File: src/rtl/i2c_idmux_pkg.sv
// Package: shared types and constants of the I2C bus-switch slave.
// Assumes: 7-bit addressing; byte-wide transfers.
package i2c_idmux_pkg;

    // Reserved 7-bit address used by the identity query
    localparam logic [6:0] RSV_ADDR = 7'b1111100;

    typedef enum logic [2:0] {
        ST_IDLE,
        ST_ADDR,
        ST_RX,
        ST_ACK,
        ST_TX,
        ST_MACK,
        ST_HOLD
    } st_e;

    // What follows the acknowledge clock
    typedef enum logic [1:0] {
        NX_HOLD,
        NX_RX,
        NX_TX
    } next_e;

    // Meaning of a received data byte
    typedef enum logic {
        RX_CTRL,
        RX_ID_TGT
    } rx_mode_e;

    // Source of transmitted bytes
    typedef enum logic {
        TX_CTRL,
        TX_ID
    } tx_src_e;

endpackage

File: src/rtl/i2c_line_sync.sv
// Module: i2c_line_sync
// Brings SCL and SDA into the clock domain through a flop chain.
// Produces single-cycle SCL edge strobes and START/STOP strobes.
// Assumes: lines idle high; no glitch filter needed.
module i2c_line_sync #(
    parameter int STAGES = 2
) (
    input  logic clk,
    input  logic rst_n,
    input  logic scl_i,
    input  logic sda_i,
    output logic scl_s,
    output logic sda_s,
    output logic scl_rise,
    output logic scl_fall,
    output logic start_ev,
    output logic stop_ev
);

    logic [STAGES-1:0] scl_pipe;
    logic [STAGES-1:0] sda_pipe;
    logic              scl_q;
    logic              sda_q;

    // First synchronizer stage, reset to the idle-high level
    always_ff @(posedge clk) begin
        if (!rst_n) begin
            scl_pipe[0] <= 1'b1;
            sda_pipe[0] <= 1'b1;
        end else begin
            scl_pipe[0] <= scl_i;
            sda_pipe[0] <= sda_i;
        end
    end

    // Remaining synchronizer stages
    generate
        for (genvar k = 1; k < STAGES; k++) begin : g_stage
            always_ff @(posedge clk) begin
                if (!rst_n) begin
                    scl_pipe[k] <= 1'b1;
                    sda_pipe[k] <= 1'b1;
                end else begin
                    scl_pipe[k] <= scl_pipe[k-1];
                    sda_pipe[k] <= sda_pipe[k-1];
                end
            end
        end
    endgenerate

    assign scl_s = scl_pipe[STAGES-1];
    assign sda_s = sda_pipe[STAGES-1];

    // Previous synchronized levels, used for edge detection
    always_ff @(posedge clk) begin
        if (!rst_n) begin
            scl_q <= 1'b1;
            sda_q <= 1'b1;
        end else begin
            scl_q <= scl_s;
            sda_q <= sda_s;
        end
    end

    // Edge and bus-condition strobes
    always_comb begin
        scl_rise = scl_s & ~scl_q;
        scl_fall = ~scl_s & scl_q;
        start_ev = scl_s & scl_q & sda_q & ~sda_s;
        stop_ev  = scl_s & scl_q & ~sda_q & sda_s;
    end

endmodule

File: src/rtl/i2c_id_store.sv
// Module: i2c_id_store
// Packs the manufacturer, part and revision fields into one word.
// Returns the byte selected by `sel`, MSB-first byte order.
// Assumes: total field width is a whole number of bytes.
module i2c_id_store #(
    parameter int          MFR_W   = 12,
    parameter int          PART_W  = 9,
    parameter int          REV_W   = 3,
    parameter int          SEL_W   = 2,
    parameter logic [11:0] MFR_VAL = 12'h000,
    parameter logic [8:0]  PART_ID = 9'h10A,
    parameter logic [2:0]  REV_VAL = 3'h0
) (
    input  logic [SEL_W-1:0] sel,
    output logic [7:0]       byte_o
);

    localparam int WORD_W = MFR_W + PART_W + REV_W;
    localparam int NBYTES = WORD_W / 8;

    logic [WORD_W-1:0] word;

    // Concatenate the identity fields in transmit order
    assign word = {MFR_VAL[MFR_W-1:0], PART_ID[PART_W-1:0], REV_VAL[REV_W-1:0]};

    // Select one byte, counting from the most significant end
    always_comb begin
        byte_o = 8'h00;
        for (int b = 0; b < NBYTES; b++) begin
            if (sel == SEL_W'(b)) byte_o = word[WORD_W-1-8*b -: 8];
        end
    end

endmodule

File: src/rtl/i2c_ctrl_reg.sv
// Module: i2c_ctrl_reg
// Holds the 8-bit control byte and drives the channel enables from its low bits.
// Assumes: wr_en is a single-cycle strobe from the protocol engine.
module i2c_ctrl_reg #(
    parameter int CHANNELS = 4
) (
    input  logic                clk,
    input  logic                rst_n,
    input  logic                wr_en,
    input  logic [7:0]          wr_data,
    output logic [7:0]          ctrl_q,
    output logic [CHANNELS-1:0] chan_en
);

    // Store the last written byte; cleared by reset
    always_ff @(posedge clk) begin
        if (!rst_n)     ctrl_q <= 8'h00;
        else if (wr_en) ctrl_q <= wr_data;
    end

    assign chan_en = ctrl_q[CHANNELS-1:0];

endmodule

File: src/rtl/i2c_slave_fsm.sv
// Module: i2c_slave_fsm
// Byte-level I2C slave protocol engine.
//   Decodes the address byte and acknowledges matching bytes.
//   Commits written bytes to the control register.
//   Streams the control byte or the identity bytes on reads.
// Assumes: edge and START/STOP strobes come from i2c_line_sync.
// START or STOP from any state restarts the engine; STOP also disarms.
module i2c_slave_fsm
    import i2c_idmux_pkg::*;
#(
    parameter int ID_BYTES = 3,
    parameter int SEL_W    = 2
) (
    input  logic             clk,
    input  logic             rst_n,
    input  logic             sda_s,
    input  logic             scl_rise,
    input  logic             scl_fall,
    input  logic             start_ev,
    input  logic             stop_ev,
    input  logic [6:0]       own_addr,
    input  logic [7:0]       ctrl_q,
    input  logic [7:0]       id_byte,
    output logic [SEL_W-1:0] id_sel,
    output logic             wr_en,
    output logic [7:0]       wr_data,
    output logic             sda_oe,
    output logic             armed,
    output st_e              st
);

    localparam logic [SEL_W-1:0] LAST_IDX = SEL_W'(ID_BYTES - 1);

    logic [3:0]       cnt;
    logic [7:0]       shreg;
    next_e            nxt;
    rx_mode_e         rx_mode;
    tx_src_e          tx_src;
    logic [SEL_W-1:0] id_idx;
    logic             id_ok;
    logic             mack_ok;

    logic             hit_own;
    logic             hit_rsv;
    logic [SEL_W-1:0] load_idx;
    logic [7:0]       load_byte;

    // Address decode of the byte in the shift register
    always_comb begin
        hit_own = (shreg[7:1] == own_addr);
        hit_rsv = (shreg[7:1] == RSV_ADDR);
    end

    // Pick which byte to load next: the first, or the following identity byte
    always_comb begin
        if (st == ST_MACK) load_idx = (id_idx == LAST_IDX) ? '0 : id_idx + 1'b1;
        else               load_idx = '0;
        load_byte = (tx_src == TX_ID) ? id_byte : ctrl_q;
    end

    assign id_sel = load_idx;

    // Protocol state machine
    always_ff @(posedge clk) begin
        if (!rst_n) begin
            st      <= ST_IDLE;
            cnt     <= '0;
            shreg   <= '0;
            nxt     <= NX_HOLD;
            rx_mode <= RX_CTRL;
            tx_src  <= TX_CTRL;
            id_idx  <= '0;
            id_ok   <= 1'b0;
            armed   <= 1'b0;
            mack_ok <= 1'b0;
            sda_oe  <= 1'b0;
            wr_en   <= 1'b0;
            wr_data <= '0;
        end else begin
            wr_en <= 1'b0;
            if (start_ev) begin
                st     <= ST_ADDR;
                cnt    <= '0;
                sda_oe <= 1'b0;
                id_ok  <= armed;
                armed  <= 1'b0;
            end else if (stop_ev) begin
                st     <= ST_IDLE;
                sda_oe <= 1'b0;
                id_ok  <= 1'b0;
                armed  <= 1'b0;
            end else begin
                unique case (st)
                    ST_ADDR, ST_RX: begin
                        if (scl_rise && cnt != 4'd8) begin
                            shreg <= {shreg[6:0], sda_s};
                            cnt   <= cnt + 4'd1;
                        end else if (scl_fall && cnt == 4'd8) begin
                            if (st == ST_ADDR) begin
                                id_ok <= 1'b0;
                                if (hit_rsv && !shreg[0]) begin
                                    st      <= ST_ACK;
                                    sda_oe  <= 1'b1;
                                    nxt     <= NX_RX;
                                    rx_mode <= RX_ID_TGT;
                                end else if (hit_rsv && id_ok) begin
                                    st     <= ST_ACK;
                                    sda_oe <= 1'b1;
                                    nxt    <= NX_TX;
                                    tx_src <= TX_ID;
                                end else if (hit_own) begin
                                    st      <= ST_ACK;
                                    sda_oe  <= 1'b1;
                                    nxt     <= shreg[0] ? NX_TX : NX_RX;
                                    rx_mode <= RX_CTRL;
                                    tx_src  <= TX_CTRL;
                                end else begin
                                    st <= ST_HOLD;
                                end
                            end else if (rx_mode == RX_CTRL) begin
                                st      <= ST_ACK;
                                sda_oe  <= 1'b1;
                                nxt     <= NX_RX;
                                wr_en   <= 1'b1;
                                wr_data <= shreg;
                            end else if (hit_own) begin
                                st     <= ST_ACK;
                                sda_oe <= 1'b1;
                                nxt    <= NX_HOLD;
                                armed  <= 1'b1;
                            end else begin
                                st <= ST_HOLD;
                            end
                        end
                    end
                    ST_ACK: begin
                        if (scl_fall) begin
                            sda_oe <= 1'b0;
                            unique case (nxt)
                                NX_RX: begin
                                    st  <= ST_RX;
                                    cnt <= '0;
                                end
                                NX_TX: begin
                                    st     <= ST_TX;
                                    cnt    <= '0;
                                    shreg  <= load_byte;
                                    sda_oe <= ~load_byte[7];
                                    id_idx <= load_idx;
                                end
                                default: st <= ST_HOLD;
                            endcase
                        end
                    end
                    ST_TX: begin
                        if (scl_fall) begin
                            if (cnt == 4'd7) begin
                                sda_oe <= 1'b0;
                                st     <= ST_MACK;
                            end else begin
                                cnt    <= cnt + 4'd1;
                                shreg  <= {shreg[6:0], 1'b0};
                                sda_oe <= ~shreg[6];
                            end
                        end
                    end
                    ST_MACK: begin
                        if (scl_rise) begin
                            mack_ok <= ~sda_s;
                        end else if (scl_fall) begin
                            if (mack_ok) begin
                                st     <= ST_TX;
                                cnt    <= '0;
                                shreg  <= load_byte;
                                sda_oe <= ~load_byte[7];
                                id_idx <= load_idx;
                            end else begin
                                st <= ST_HOLD;
                            end
                        end
                    end
                    default: ;
                endcase
            end
        end
    end

endmodule

File: src/rtl/i2c_idmux_slave.sv
// Module: i2c_idmux_slave (top)
// I2C slave for a four-channel bus switch.
// Holds a writable and readable control byte and answers the reserved identity query.
// Assumes: SDA and SCL arrive asynchronously and are oversampled by clk.
// The system clock runs many times faster than SCL.
module i2c_idmux_slave #(
    parameter int         CHANNELS    = 4,
    parameter int         SYNC_STAGES = 2,
    parameter logic [8:0] PART_ID     = 9'h10A
) (
    input  logic                clk,
    input  logic                rst_n,
    input  logic                scl_i,
    input  logic                sda_i,
    input  logic [6:0]          own_addr,
    output logic                sda_oe,
    output logic [CHANNELS-1:0] chan_en
);

    import i2c_idmux_pkg::*;

    localparam int MFR_W    = 12;
    localparam int PART_W   = 9;
    localparam int REV_W    = 3;
    localparam int ID_BYTES = (MFR_W + PART_W + REV_W) / 8;
    localparam int SEL_W    = $clog2(ID_BYTES);

    logic             scl_s, sda_s, scl_rise, scl_fall, start_ev, stop_ev;
    logic [SEL_W-1:0] id_sel;
    logic [7:0]       id_byte;
    logic [7:0]       ctrl_q;
    logic             wr_en;
    logic [7:0]       wr_data;
    logic             armed;
    st_e              st;

    i2c_line_sync #(.STAGES(SYNC_STAGES)) u_sync (
        .clk      (clk),
        .rst_n    (rst_n),
        .scl_i    (scl_i),
        .sda_i    (sda_i),
        .scl_s    (scl_s),
        .sda_s    (sda_s),
        .scl_rise (scl_rise),
        .scl_fall (scl_fall),
        .start_ev (start_ev),
        .stop_ev  (stop_ev)
    );

    i2c_id_store #(
        .MFR_W   (MFR_W),
        .PART_W  (PART_W),
        .REV_W   (REV_W),
        .SEL_W   (SEL_W),
        .MFR_VAL (12'h000),
        .PART_ID (PART_ID),
        .REV_VAL (3'h0)
    ) u_id (
        .sel    (id_sel),
        .byte_o (id_byte)
    );

    i2c_slave_fsm #(.ID_BYTES(ID_BYTES), .SEL_W(SEL_W)) u_fsm (
        .clk      (clk),
        .rst_n    (rst_n),
        .sda_s    (sda_s),
        .scl_rise (scl_rise),
        .scl_fall (scl_fall),
        .start_ev (start_ev),
        .stop_ev  (stop_ev),
        .own_addr (own_addr),
        .ctrl_q   (ctrl_q),
        .id_byte  (id_byte),
        .id_sel   (id_sel),
        .wr_en    (wr_en),
        .wr_data  (wr_data),
        .sda_oe   (sda_oe),
        .armed    (armed),
        .st       (st)
    );

    i2c_ctrl_reg #(.CHANNELS(CHANNELS)) u_ctrl (
        .clk     (clk),
        .rst_n   (rst_n),
        .wr_en   (wr_en),
        .wr_data (wr_data),
        .ctrl_q  (ctrl_q),
        .chan_en (chan_en)
    );

endmodule

File: config.mk
export PLATFORM = sky130hd
export DESIGN_NAME = i2c_idmux_slave
export DESIGN_NICKNAME = d
export VERILOG_FILES = /design/src/rtl/i2c_idmux_pkg.sv /design/src/rtl/i2c_line_sync.sv /design/src/rtl/i2c_id_store.sv /design/src/rtl/i2c_ctrl_reg.sv /design/src/rtl/i2c_slave_fsm.sv /design/src/rtl/i2c_idmux_slave.sv
export SDC_FILE = /design/constraint.sdc
export NUM_CORES = 1
export LEC_CHECK = 0
export ABC_AREA = 1
export BUFFER_PORTS_ARGS = -buffer_cell sky130_fd_sc_hd__buf_2
export CAP_MARGIN = 10
export CORE_ASPECT_RATIO = 1.5
export CORE_MARGIN = 2
export CORE_UTILIZATION = 46
export DETAILED_ROUTE_END_ITERATION = 8
export GPL_ROUTABILITY_DRIVEN = 0
export PLACE_DENSITY = 0.6
export SLEW_MARGIN = 20
export SYNTH_ARGS = -nofsm -noshare
export SYNTH_HDL_FRONTEND = slang
export SYNTH_SLANG_ARGS = --single-unit
File: constraint.sdc
create_clock -name clk -period 3.4 [get_ports clk]
set_input_delay 0.34 -clock clk [delete_from_list [all_inputs] [get_ports clk]]
set_output_delay 0.34 -clock clk [all_outputs]
set_load 0.02 [all_outputs]
# After elaboration in Yosys (flattened, before gate mapping)
# Index checks and enable logic that the tools add are counted.
[totals]
out_inout_bits = 5
regBits = 48
wordCells = 193
inputBits = 11
[op_classes]
mux = 79
n_reduce_logical = 31
bitwise_logic = 22
add_sub_neg = 2
n_eq_ne = 38
[op_table]
columns = ["operator", "count"]
rows = [
  ["2-to-1 mux 8 bit", 9],
  ["AND reduction 8 bit", 6],
  ["2-to-1 mux 3 bit", 12],
  ["2-to-1 mux 4 bit", 9],
  ["case mux 8 bit (4 select lines)", 1],
  ["2-to-1 mux 2 bit", 15],
  ["2-to-1 mux 1 bit", 27],
  ["inequality test 4 x 3 -> 1 bit (second input constant)", 6],
  ["inequality test 2 x 1 -> 1 bit (second input constant)", 9],
  ["case mux 4 bit (4 select lines)", 1],
  ["inverter 1 bit", 15],
  ["AND reduction 7 bit", 2],
  ["inequality test 4 bit (second input constant)", 3],
  ["case mux 3 bit (4 select lines)", 1],
  ["AND reduction 11 bit", 1],
  ["AND reduction 10 bit", 1],
  ["nonzero test 3 bit", 3],
  ["inequality test 2 bit (second input constant)", 4],
  ["AND reduction 4 bit", 2],
  ["bitwise AND 1 bit", 7],
  ["equality test 7 bit", 1],
  ["equality test 7 bit (second input constant)", 1],
  ["2-to-1 mux 7 bit", 1],
  ["OR reduction 7 bit", 1],
  ["21 further kinds", 34],
]

# Longest topological paths before layout
# Gate-level depths: netlist of run 1.
[depth]
word_depth = 12
depth_mapped = 11
ltp_nobuf = 11

# Modules after synthesis
# Synthesis of run 1 repeated with hierarchy kept, for this count alone.
[unflattened]
cells_unflattened = 412
area_unflattened_um2 = 2817.7
[by_module_without_submodules]
columns = ["mod", "area_per_inst_um2", "seq_area_each_um2", "cells_per_inst", "n_inst"]
rows = [
  ["i2c_slave_fsm", 2168.3, 680.7, 319, 1],
  ["i2c_ctrl_reg", 386.6, 160.2, 55, 1],
  ["i2c_line_sync", 198.9, 120.1, 27, 1],
  ["i2c_id_store", 63.8, 0.0, 11, 1],
]

# Worst setup path before layout of run 1
# OpenSTA, ideal clock, no wires.
[synth_path]
path_type = "register -> register"
from = "register u_fsm.cnt[0]"
to = "register u_fsm.wr_data[2]"
t_arrival_ns = 1.499
stages_incl_launch_ff = 11
setup_ns = 0.070
path_buffers = 1
required_time_ns = 3.330
synth_period_minus_slack_ns = 1.568
path_slack_ns = 1.832
cell_sequence = "dfxtp_1 -> inv_1 -> ha_1 -> nand3_1 -> or2_1 -> nor2_2 -> nand3_1 -> inv_2 -> buf_4 -> o21ai_1 -> a21oi_1"
[synth_via]
elab_chain_cells = 4
elab_cells_between_ends = 6
classes_between = "2 x eq/ne; 1 x bitwise; 3 x reduce/logical"
[synth_rtl]
columns = ["item", "line", "text"]
rows = [
  ["start: declaration", "i2c_slave_fsm.sv:34", "logic [3:0] cnt;"],
  ["start signal: assignment", "i2c_slave_fsm.sv:97", "cnt <= cnt + 4'd1;"],
  ["start signal: assignment", "i2c_slave_fsm.sv:161", "cnt <= cnt + 4'd1;"],
  ["inequality test 4 bit", "i2c_slave_fsm.sv:95", "if (scl_rise && cnt != 4'd8) begin"],
  ["logical AND 1 bit", "i2c_slave_fsm.sv:95", ""],
  ["inverter 1 bit (no source line)", "n/a", ""],
  ["AND reduction 7 bit (no source line) *", "n/a", ""],
  ["end signal: assignment", "i2c_slave_fsm.sv:125", "wr_data <= shreg;"],
  ["end: declaration", "i2c_slave_fsm.sv:26", "output logic [7:0] wr_data,"],
]
# Every way passes the cells marked *; elsewhere a longest branch is shown, timed or not.
# A chain may end at the register's enable or synchronous reset.

# Worst setup path after layout of run 1
[layout_path]
from = "register u_fsm.st[2]"
to = "register u_fsm.shreg[1]"
[layout_via]
elab_chain_cells = 9
elab_cells_between_ends = 26
classes_between = "14 x eq/ne; 9 x mux; 3 x reduce/logical"
[layout_rtl]
columns = ["item", "line", "text"]
rows = [
  ["start: declaration", "i2c_slave_fsm.sv:29", "output st_e st"],
  ["start signal: assignment", "i2c_slave_fsm.sv:66", "st <= ST_IDLE;"],
  ["start signal: assignment", "i2c_slave_fsm.sv:82", "st <= ST_ADDR;"],
  ["start signal: assignment", "i2c_slave_fsm.sv:88", "st <= ST_IDLE;"],
  ["equality test 3 bit", "i2c_slave_fsm.sv:56, i2c_slave_fsm.sv:93", ""],
  ["2-to-1 mux 2 bit", "i2c_slave_fsm.sv:56", "if (st == ST_MACK) load_idx = (id_idx == LAST_IDX) ? '0 : id_idx + 1'b1;"],
  ["equality test 2 bit", "i2c_id_store.sv:30", "if (sel == SEL_W'(b)) byte_o = word[WORD_W-1-8*b -: 8];"],
  ["2-to-1 mux 7 bit", "i2c_id_store.sv:30", ""],
  ["2-to-1 mux 8 bit", "i2c_slave_fsm.sv:58", "load_byte = (tx_src == TX_ID) ? id_byte : ctrl_q;"],
  ["2-to-1 mux 8 bit", "i2c_slave_fsm.sv:171", "if (mack_ok) begin"],
  ["2-to-1 mux 8 bit", "i2c_slave_fsm.sv:170", "end else if (scl_fall) begin"],
  ["2-to-1 mux 8 bit", "i2c_slave_fsm.sv:168", "if (scl_rise) begin"],
  ["case mux 8 bit (4 select lines)", "i2c_slave_fsm.sv:93", "unique case (st)"],
  ["end signal: assignment", "i2c_slave_fsm.sv:96", "shreg <= {shreg[6:0], sda_s};"],
  ["end signal: assignment", "i2c_slave_fsm.sv:162", "shreg <= {shreg[6:0], 1'b0};"],
  ["end signal: assignment", "i2c_slave_fsm.sv:174", "shreg <= load_byte;"],
  ["end: declaration", "i2c_slave_fsm.sv:35", "logic [7:0] shreg;"],
]
# Parallel ways exist; a longest one is shown, timed or not. The select of a mux whose other input is x is not followed.

==> impl_metrics.ini, run 1 <==
[hold_path]
hold_depth = 2
holdCritStartpoint = sda_i
min-delay-path-class = input port to flip-flop
whs_endpoint = u_sync.sda_pipe[0]$_SDFF_PN1_

[drt]
routed_wl_mm = 6.070
wire_per_inst_um = 13.73
via_per_inst = 5.258
postRouteAntennaNets = 0
first_pass_iters = 4
drt_iter0_drc = 90
via_count = 2324
drc = 0

[global_route]
use_met2_pct = 41.67
grt_pass1_vias = 2351
overflow = 0
busiest_layer = met2
grt_max_degree = 31
antenna_found_initial = 0
grt_pass1_wl_mm = 10.52
use_met3_pct = 3.477
grt_use_met1_pct = 23.78
track_usage_pct = 22.61

[outcome]
status = completed

[yosys]
synth-edff-count = 0
yosys_warnings = 0
syn_area_per_cell_um2 = 6.772
async_reset_ff_share_pct = 0
syn-num-nets = 379
ys_seq_area_share_pct = 38.98
synth.cell_area_um2 = 2465
synth_cell_type_count = 29
ys.flop_type = dfxtp_1
ys_seq_elements = 48
syn_inst = 364

[timing]
final-max-slew-violation-count = 0
setup_violations = 0
fmax_ghz = 0.5221
hold_slack_ns = 0.2257
tightest_slew_ns = 0.6213
grt_setup_unrepaired = false
slew_headroom_pct = 58.48
period_needed_ns = 1.915
fin_skew_ns = 0.01107
finalHoldViolCount = 0
finalSetupTns_ns = 0
min_period_over_period_pct = 56.34

[placement]
post-place-cells = 435
place_hpwl_mm = 4.673
place.port_buffers = 15

[final_layout]
n_antenna_cell = 0
finalNetCount = 389
area_growth_pct = 7.614
finalNonFillerCells = 442
drive_gt1_share_pct = 10.70

[clocking]
clock_path_buffers = 2
root_buffer = clkbuf_8
path_clk_slew_ns = 0.09
htreeDepth = 2
cts_inserted_buffers = 5
holdBufCountCts = 0
cts.sinks = 48
cts_tree = built
cts_resized = 0
insertion_delay_ns = 0.30
cts_setup_buffers = 0

[power_and_ir_drop]
power_leakage_nw = 1.205
p_per_area_nw_per_um2 = 594.2
peakVddDrop_uv = 328.3

[setup_path]
rr_startpoint = u_fsm.st[2]$_SDFFE_PP0P_
critPathMaxFanout = 20
r2r_cells = 6
endpoint_kind = flip-flop
crit_chain = nand3_2 > nand2_1 > nand3_1 > o21ai_0 > nand3_1 > a21oi_1
worstSetupPathType = flip-flop to flip-flop
cp_data_arrival_time_ns = 2.13
r2r_end = u_fsm.shreg[1]$_SDFFE_PN0P_
worst_ep_required_time_ns = 3.62
crit_buf_inv = 0
slowest_stage = nand2_1
rrSetupSlack_ns = 1.48
path_common_cell = nand3_1
path_delay_family = simple AND/OR/NAND/NOR gates
slowest_delay_ns = 0.53
start_kind = flip-flop

[floorplanning]
die_w_um = 63.77
io_pins = 16
die_y_um = 93.65
core_um2 = 5165
start_util_pct = 47.72
rows = 32
dieArea_um2 = 5972

[flow_run]
maxCapViolations = 0
## report_power, final
part	internal [mW]	switching, mW	total, mW
logic	0.176	0.377	0.553
registers	0.609	0.0445	0.653
clock network	0.182	0.188	0.370
## how the worst max path moves through the flow
| stage | start | endpoint | slack, ns | cells after the start |
|---|---|---|---|---|
| global placement | u_fsm.st[2]$_SDFFE_PP0P_ | u_fsm.shreg[6]$_SDFFE_PN0P_ | 1.50 | 8 |
| CTS | u_fsm.st[2]$_SDFFE_PP0P_ | u_fsm.shreg[6]$_SDFFE_PN0P_ | 1.47 | 8 |
| detailed placement | u_fsm.st[2]$_SDFFE_PP0P_ | u_fsm.shreg[6]$_SDFFE_PN0P_ | 1.50 | 8 |
| floorplan | u_fsm.cnt[0]$_SDFFE_PP0P_ | u_fsm.wr_data[2]$_SDFFE_PN0P_ | 1.83 | 10 |
| global route | u_fsm.st[2]$_SDFFE_PP0P_ | u_fsm.shreg[6]$_SDFFE_PN0P_ | 1.26 | 8 |
| finish | u_fsm.st[2]$_SDFFE_PP0P_ | u_fsm.shreg[1]$_SDFFE_PN0P_ | 1.48 | 6 |
## per-layer routing
metal  part of all wire (%)  wire (µm)
met1                     40       2420
met2                     53       3233
met3                    2.5        152
met4                    4.3        263
met5                      0          0
## sequential cells by signal (all words and copies together) (netlist names), 2 cells and up
signal	cells
u_ctrl.ctrl_q	8
u_fsm.cnt	4
u_fsm.id_idx	2
u_fsm.nxt	2
u_fsm.shreg	8
u_fsm.st	3
u_fsm.wr_data	8
## worst register-to-register path: stages, from the launching register on
cell and delay (ns):
dfxtp_1 0.47, nand3_2 0.21, nand2_1 0.53, nand3_1 0.15, o21ai_0 0.13, nand3_1 0.15
a21oi_1 0.20
## cell usage after synthesis, types with 2 or more instances
library cell,count,area (µm²)
a21oi_1,29,145.1
and3_1,3,18.77
buf_4,6,45.04
clkbuf_1,5,18.77
dfxtp_1,48,960.9
ha_1,4,50.05
inv_1,36,135.1
inv_2,5,18.77
nand2_1,75,281.5
nand3_1,26,130.1
nand3_2,2,20.02
nand4_1,8,50.05
nor2_1,57,214.0
nor2_2,2,12.51
nor2_4,3,33.78
nor3_1,6,30.03
o21ai_0,26,130.1
o21ai_1,3,15.01
or2_2,4,25.02
xnor2_1,6,52.55
xor2_1,2,17.52
## area by class of cell
type	instances	area, µm²
multi-input cells	263	1281
clock buffers	7	96.34
repair buffers	15	75.07
inverters	41	153.9
fillers	524	2512
well taps	68	85.08
flip-flops and latches	48	960.9
## cells by family after synthesis
kind of cell,synth area share (%)
fa+ha+maj,2.031
compound gates,12.74
xor+xnor,2.843
buf+inv,9.035
flops,38.98
simple gates,34.37
## layout by cell type (no fill, tap or decap), types with 2 or more instances in the layout
master    synthesis  layout
o21ai_1           3       3
o21ai_0          26      26
buf_2             1      15
dfxtp_1          48      48
nand4_1           8       8
nor3_1            6       6
nor2_1           57      57
inv_1            36      36
and3_1            3       3
a21oi_1          29      29
nand2_1          75      75
inv_2             5       5
ha_1              4       4
xnor2_1           6       6
nand3_2           2       2
xor2_1            2       2
or2_2             4       4
nand3_1          26      26
clkbuf_8          0       7
nor2_4            3       3
nor2_2            2       2
## stage by stage
| step | power (mW) | area [µm²] | util (%) | worst slack, ns |
|---|---|---|---|---|
| final | 1.576 | 2653 | 51.36 | 1.485 |
| after global routing | 1.698 | 2653 | 51.36 | 1.255 |
| after CTS | 1.583 | 2653 | 51.36 | 1.467 |
| after detailed placement | 1.214 | 2556 | 49.49 | 1.503 |
| after global placement | 1.213 | 2556 | 49.49 | 1.503 |
| after floorplan | 1.103 | 2465 | - | 1.832 |
(Power assumes the default switching activity.)
==> inputs of run 2 (changes only) <==
--- a/config.mk
+++ b/config.mk
@@ -13,7 +13,7 @@
 export CORE_UTILIZATION = 46
 export DETAILED_ROUTE_END_ITERATION = 8
 export GPL_ROUTABILITY_DRIVEN = 0
-export PLACE_DENSITY = 0.6
+export PLACE_DENSITY = 0.63
 export SLEW_MARGIN = 20
 export SYNTH_ARGS = -nofsm -noshare
 export SYNTH_HDL_FRONTEND = slang
==> constraint.sdc (replaced) <==
create_clock -name clk -period 1.6 [get_ports clk]
set_input_delay 0.16 -clock clk [delete_from_list [all_inputs] [get_ports clk]]
set_output_delay 0.16 -clock clk [all_outputs]
set_load 0.02 [all_outputs]
==> run 2 against run 1 <==
Critical endpoint is now u_fsm.shreg[7]$_SDFFE_PN0P_. Sequential share of layout area decreased by 6.5 points. Combinational power rose to 3.8 times the previous value. Cell area grew 24%. First-iteration DRC count up 140%. Global-route usage is 0.80 points higher. The flow now finishes with violations (negative setup slack). Via count rose by 9.3%. Maximum frequency grew 20%. Critical path depth up 3. Clock power increased by 100%. Total power grew to 2.7 times the previous value. Setup slack got worse by 1.5 ns.
==> impl_metrics.ini, run 2 (synthesized netlist as in run 1, its figures left out) <==
[outcome]
status = complete, but fails checks
violations = negative setup slack

[floorplanning]
die_y_um = 93.65
io_pins = 16
core_um2 = 5165
rows = 32
die_w_um = 63.77
dieArea_um2 = 5972
start_util_pct = 47.72

[flow_run]
maxCapViolations = 0

[hold_path]
min-delay-path-class = input port to flip-flop

[power_and_ir_drop]
combPwrFrac_pct = 48.8
swShare_pct = 39.35
clkPwrFrac_pct = 17.6
p_per_area_nw_per_um2 = 1298
power_leakage_nw = 1.420
peakVddDrop_uv = 782.7
cell_internal_pwr_mw = 2.591
p_seq_share_pct = 33.6
total_power_mw = 4.272
p_sw_mw = 1.681

[setup_path]
worstSetupPathType = flip-flop to flip-flop
slowest_delay_ns = 0.37
slowest_stage = dfxtp_4
endpoint_kind = flip-flop
cp_data_arrival_time_ns = 1.77
worst_ep_required_time_ns = 1.77
path_delay_family = simple AND/OR/NAND/NOR gates
crit_buf_inv = 1
crit_chain = buf_6 > nand3_4 > nor2_2 > a21oi_2 > nand2_2 > nor2_4 > nand2_8 > nand2_1 > a21oi_1
start_kind = flip-flop
critPathMaxFanout = 8

[timing]
hold_slack_ns = 0.03665
tightest_slew_ns = 0.4780
grt_setup_unrepaired = true
fin_ws_ns = -0.002811
slew_headroom_pct = 68.10
fin_skew_ns = 0.007772
finalHoldViolCount = 0
min_period_over_period_pct = 100.2
fmax_ghz = 0.6239
period_needed_ns = 1.603
setup_violations = 2
final-max-slew-violation-count = 0

[final_layout]
top_regs = u_ctrl.ctrl_q (8), u_fsm.shreg (8), u_fsm.wr_data (8)
n_antenna_cell = 0
area_growth_pct = 33.50
final_common_cell = nand2_1
final_cell_mix = nand2_1 (55), nor2_1 (52), dfxtp_1 (42)
fin_area_um2 = 3291
drive_gt1_share_pct = 34.56
finalNetCount = 422

[drt]
drc = 0
via_count = 2540
wire_per_inst_um = 14.75
drt_iter0_drc = 219
postRouteAntennaNets = 0
via_per_inst = 5.336
first_pass_iters = 4
routed_wl_mm = 7.021

[global_route]
overflow = 0
grt_pass1_vias = 2338
grt_max_degree = 30
grt_pass1_wl_mm = 10.97
track_usage_pct = 23.41
antenna_found_initial = 0

[placement]
placed_cell_area_um2 = 2719
place_hpwl_mm = 4.770
place.port_buffers = 15

[clocking]
htreeDepth = 2
root_buffer = clkbuf_8
insertion_delay_ns = 0.30
clock_path_buffers = 2
cts_tree = built
path_clk_slew_ns = 0.09
cts_inserted_buffers = 5
cts.sinks = 48
## run 2: final timing paths
kind | startpoint | endpoint | slack [ns] | cells past startpoint
min reg2reg | u_sync.scl_pipe[0]$_SDFF_PN1_ | u_sync.scl_s$_SDFF_PN1_ | 0.42 | 1
max reg2reg | u_fsm.st[0]$_SDFFE_PN0P_ | u_fsm.shreg[7]$_SDFFE_PN0P_ | -0.003 | 9
max | u_fsm.st[0]$_SDFFE_PN0P_ | u_fsm.shreg[7]$_SDFFE_PN0P_ | -0.003 | 9
min | sda_i | u_sync.sda_pipe[0]$_SDFF_PN1_ | 0.04 | 2
## run 2: timing repair
action / in CTS / in global routing
cloned: 2 / 1
hold buffers: 0 / 0
pin swaps: 8 / 29
setup endpoints to repair: 19 / 32
buffers inserted: 0 / 10
gates resized for setup: 23 / 85
## run 2: metrics by stage
| step | std cells | setup WS (ns) | util (%) | TNS (ns) |
|---|---|---|---|---|
| final | 476 | -0.002811 | 63.71 | -0.003101 |
| after global routing | 476 | -0.1127 | 63.71 | -1.707 |
| after CTS | 465 | 0.002378 | 56.20 | 0 |
| after detailed placement | 455 | -0.1010 | 52.64 | -0.6821 |
| after global placement | 455 | -0.05225 | 52.64 | -0.4996 |
| after floorplan | 364 | 0.03154 | - | 0 |
## run 2: metal layers
layer	up-vias	track usage [%]	part of all wire, %
met1	1194	26.54	38
met5	-	0	0
li1	1260	-	-
met2	65	43.16	56
met3	21	3.237	3.0
met4	0	9.964	3.1
## run 2: cell type report
type                            count  area (µm²)
Fill cell                         463        1874
Timing Repair inverter              1       7.507
Clock inverter                      1       7.507
Multi-Input combinational cell    264        1602
Timing Repair Buffer               46       360.3
Clock buffer                        7       86.33
Inverter                           41       163.9
Sequential cell                    48       978.4
Tap cell                           68       85.08
## run 2: power groups by stage
stage | combinational (mW) | clock, mW | sequential (mW)
floorplan | 0.945 | 0 | 1.40
global route | 2.26 | 0.825 | 1.45
finish | 2.09 | 0.750 | 1.44
detailed placement | 1.37 | 0 | 1.41
global placement | 1.37 | 0 | 1.41
CTS | 1.47 | 0.775 | 1.39
==> inputs of run 3 (changes only) <==
--- a/config.mk
+++ b/config.mk
@@ -13,8 +13,9 @@
 export CORE_UTILIZATION = 46
 export DETAILED_ROUTE_END_ITERATION = 8
 export GPL_ROUTABILITY_DRIVEN = 0
-export PLACE_DENSITY = 0.63
+export PLACE_DENSITY = 0.62
 export SLEW_MARGIN = 20
 export SYNTH_ARGS = -nofsm -noshare
 export SYNTH_HDL_FRONTEND = slang
+export SYNTH_HIERARCHICAL = 1
 export SYNTH_SLANG_ARGS = --single-unit
==> run 3 against run 2 <==
The flow still finishes with violations (negative setup slack). Global-route usage down 1.5 points. Final cell count is 15% higher. Area after synthesis grew 14%. Cell area is 12% higher. Sequential power down 16%. Routed wire length up 3.4%. Critical endpoint is now u_fsm/shreg[5]$_SDFFE_PN0P_. Largest power group is now registers.
==> impl_metrics.ini, run 3 <==
[outcome]
status = complete, but fails checks
violations = negative setup slack

[yosys]
ys.flop_type = dfxtp_1
syn_inst = 412
async_reset_ff_share_pct = 0
synth.area.top_cells = dfxtp_1 (34%), nand2_1 (11%), nor2_1 (9.9%)
synth.cell_area_um2 = 2818
ys_seq_elements = 48
synth_top_area_cell = dfxtp_1
yosys_warnings = 6
syn_area_per_cell_um2 = 6.839
synth_top_area_share_pct = 34.10
synth_cell_type_count = 40
ys_seq_area_share_pct = 34.10
synth_most_common_cell = nand2_1
synth-edff-count = 0
synth_commonest_cells = nand2_1 (84), nor2_1 (74), inv_1 (68), dfxtp_1 (48), o21ai_0 (18)

[placement]
place_worst_setup_slack_ns = -0.1619
placed_cell_area_um2 = 3166
place_hpwl_mm = 5.135
post-place-cells = 526
place.port_buffers = 15

[global_route]
grt_max_degree = 27
track_usage_pct = 21.90
use_met3_pct = 2.915
grt_pass1_wl_mm = 11.21
grt_pass1_vias = 2439
overflow = 0
busiest_layer = met2
use_met2_pct = 40.72
grt_use_met1_pct = 22.93
antenna_found_initial = 0

[setup_path]
critPathMaxFanout = 5
endpoint_kind = flip-flop
worst_ep_required_time_ns = 1.80
start_kind = flip-flop
worstSetupPathType = flip-flop to flip-flop
cp_data_arrival_time_ns = 1.90

[timing]
hold_slack_ns = 0.01836
fmax_ghz = 0.5916
fin_ws_ns = -0.09047
period_needed_ns = 1.690
slew_headroom_pct = 61.07
tightest_slew_ns = 0.5832
grt_setup_unrepaired = true
setup_violations = 17
final-max-slew-violation-count = 0
finalHoldViolCount = 0
finalSetupTns_ns = -0.7210
min_period_over_period_pct = 105.7
fin_skew_ns = 0.006736

[final_layout]
n_antenna_cell = 0
seqCellArea_um2 = 975.9
final_core_util_pct = 62.75
area_growth_pct = 30.73
drive_gt1_share_pct = 38.16
multi_input_area_um2 = 1747
top_regs = u_ctrl/ctrl_q (8), u_fsm/shreg (8), u_fsm/wr_data (8)
final_cell_mix = nand2_1 (71), inv_1 (64), nor2_1 (55)
finalNonFillerCells = 549
finalNetCount = 491
final_common_cell = nand2_1
fill_cells = 545
fin_area_um2 = 3684

[hold_path]
min-delay-path-class = input port to flip-flop

[clocking]
htreeDepth = 2
root_buffer = clkbuf_8
path_clk_slew_ns = 0.09
holdBufCountCts = 0
cts.sinks = 48
cts_inserted_buffers = 5
cts_tree = built
insertion_delay_ns = 0.30
clock_path_buffers = 2

[floorplanning]
start_util_pct = 48.00
die_w_um = 67.91
io_pins = 16
rows = 34
die_y_um = 99.86
dieArea_um2 = 6781
core_um2 = 5871

[drt]
wire_per_inst_um = 13.23
drt_iter0_drc = 131
via_per_inst = 4.991
drc = 0
postRouteAntennaNets = 0
via_count = 2740
first_pass_iters = 4
routed_wl_mm = 7.263

[power_and_ir_drop]
peakVddDrop_uv = 304.8
power_leakage_nw = 1.628
p_per_area_nw_per_um2 = 582.6
total_power_mw = 2.146

[flow_run]
maxCapViolations = 0
run 3: timing repair:
item / in CTS / in global routing
endpoints found under the hold margin: 0 / 0
pin swaps: 11 / 17
buffers inserted: 7 / 5
gates cloned: 1 / 2
gates resized for setup: 32 / 58
setup endpoints to repair: 24 / 32
run 3: cell type report:
| class | count | area share, % |
|---|---|---|
| flip-flops and latches | 48 | 26.49 |
| clock inverters | 3 | 0.5095 |
| well taps | 72 | 2.446 |
| repair buffers | 69 | 13.35 |
| clock buffers | 5 | 1.868 |
| multi-input cells | 279 | 47.42 |
| inverters | 73 | 7.914 |
run 3: routing by layer:
| metal | wire [µm] | vias to the layer above |
|---|---|---|
| met5 | 0 | - |
| met4 | 263 | 0 |
| met3 | 177 | 23 |
| met2 | 3962 | 59 |
| met1 | 2859 | 1254 |
| li1 | - | 1404 |
run 3: worst paths after layout:
path                                 start                             to  slack (ns)  depth (start not counted)
max              u_fsm/cnt[1]$_SDFFE_PP0P_    u_fsm/shreg[5]$_SDFFE_PN0P_       -0.09                         11
min                                  sda_i  u_sync/sda_pipe[0]$_SDFF_PN1_        0.02                          3
max reg2reg      u_fsm/cnt[1]$_SDFFE_PP0P_    u_fsm/shreg[5]$_SDFFE_PN0P_       -0.09                         11
min reg2reg  u_sync/scl_pipe[0]$_SDFF_PN1_        u_sync/scl_s$_SDFF_PN1_        0.41                          2
run 3: cells by family after synthesis:
kind of cell	after synthesis	share of synthesized area, %
compound gates	59	14.12
simple gates	204	33.30
xor+xnor	4	1.243
fa+ha+maj	4	1.776
other cells	1	0.1331
flops	48	34.10
buf+inv	92	15.32
run 3: worst max-delay path, stage by stage, from the launching register on:
cell and delay [ns]:
dfxtp_2 0.35, inv_2 0.06, ha_4 0.15, nand3b_1 0.13, nand2_2 0.10, a21oi_4 0.16
nor2_4 0.05, nor3_4 0.15, buf_6 0.16, nand2_8 0.09, o21ai_2 0.14, nor2_1 0.05
run 3: report_power, final:
part,total [mW],switching [mW],internal (mW)
combinational,0.199,0.118,0.0812
sequential,1.21,0.00857,1.20
clock,0.735,0.429,0.306
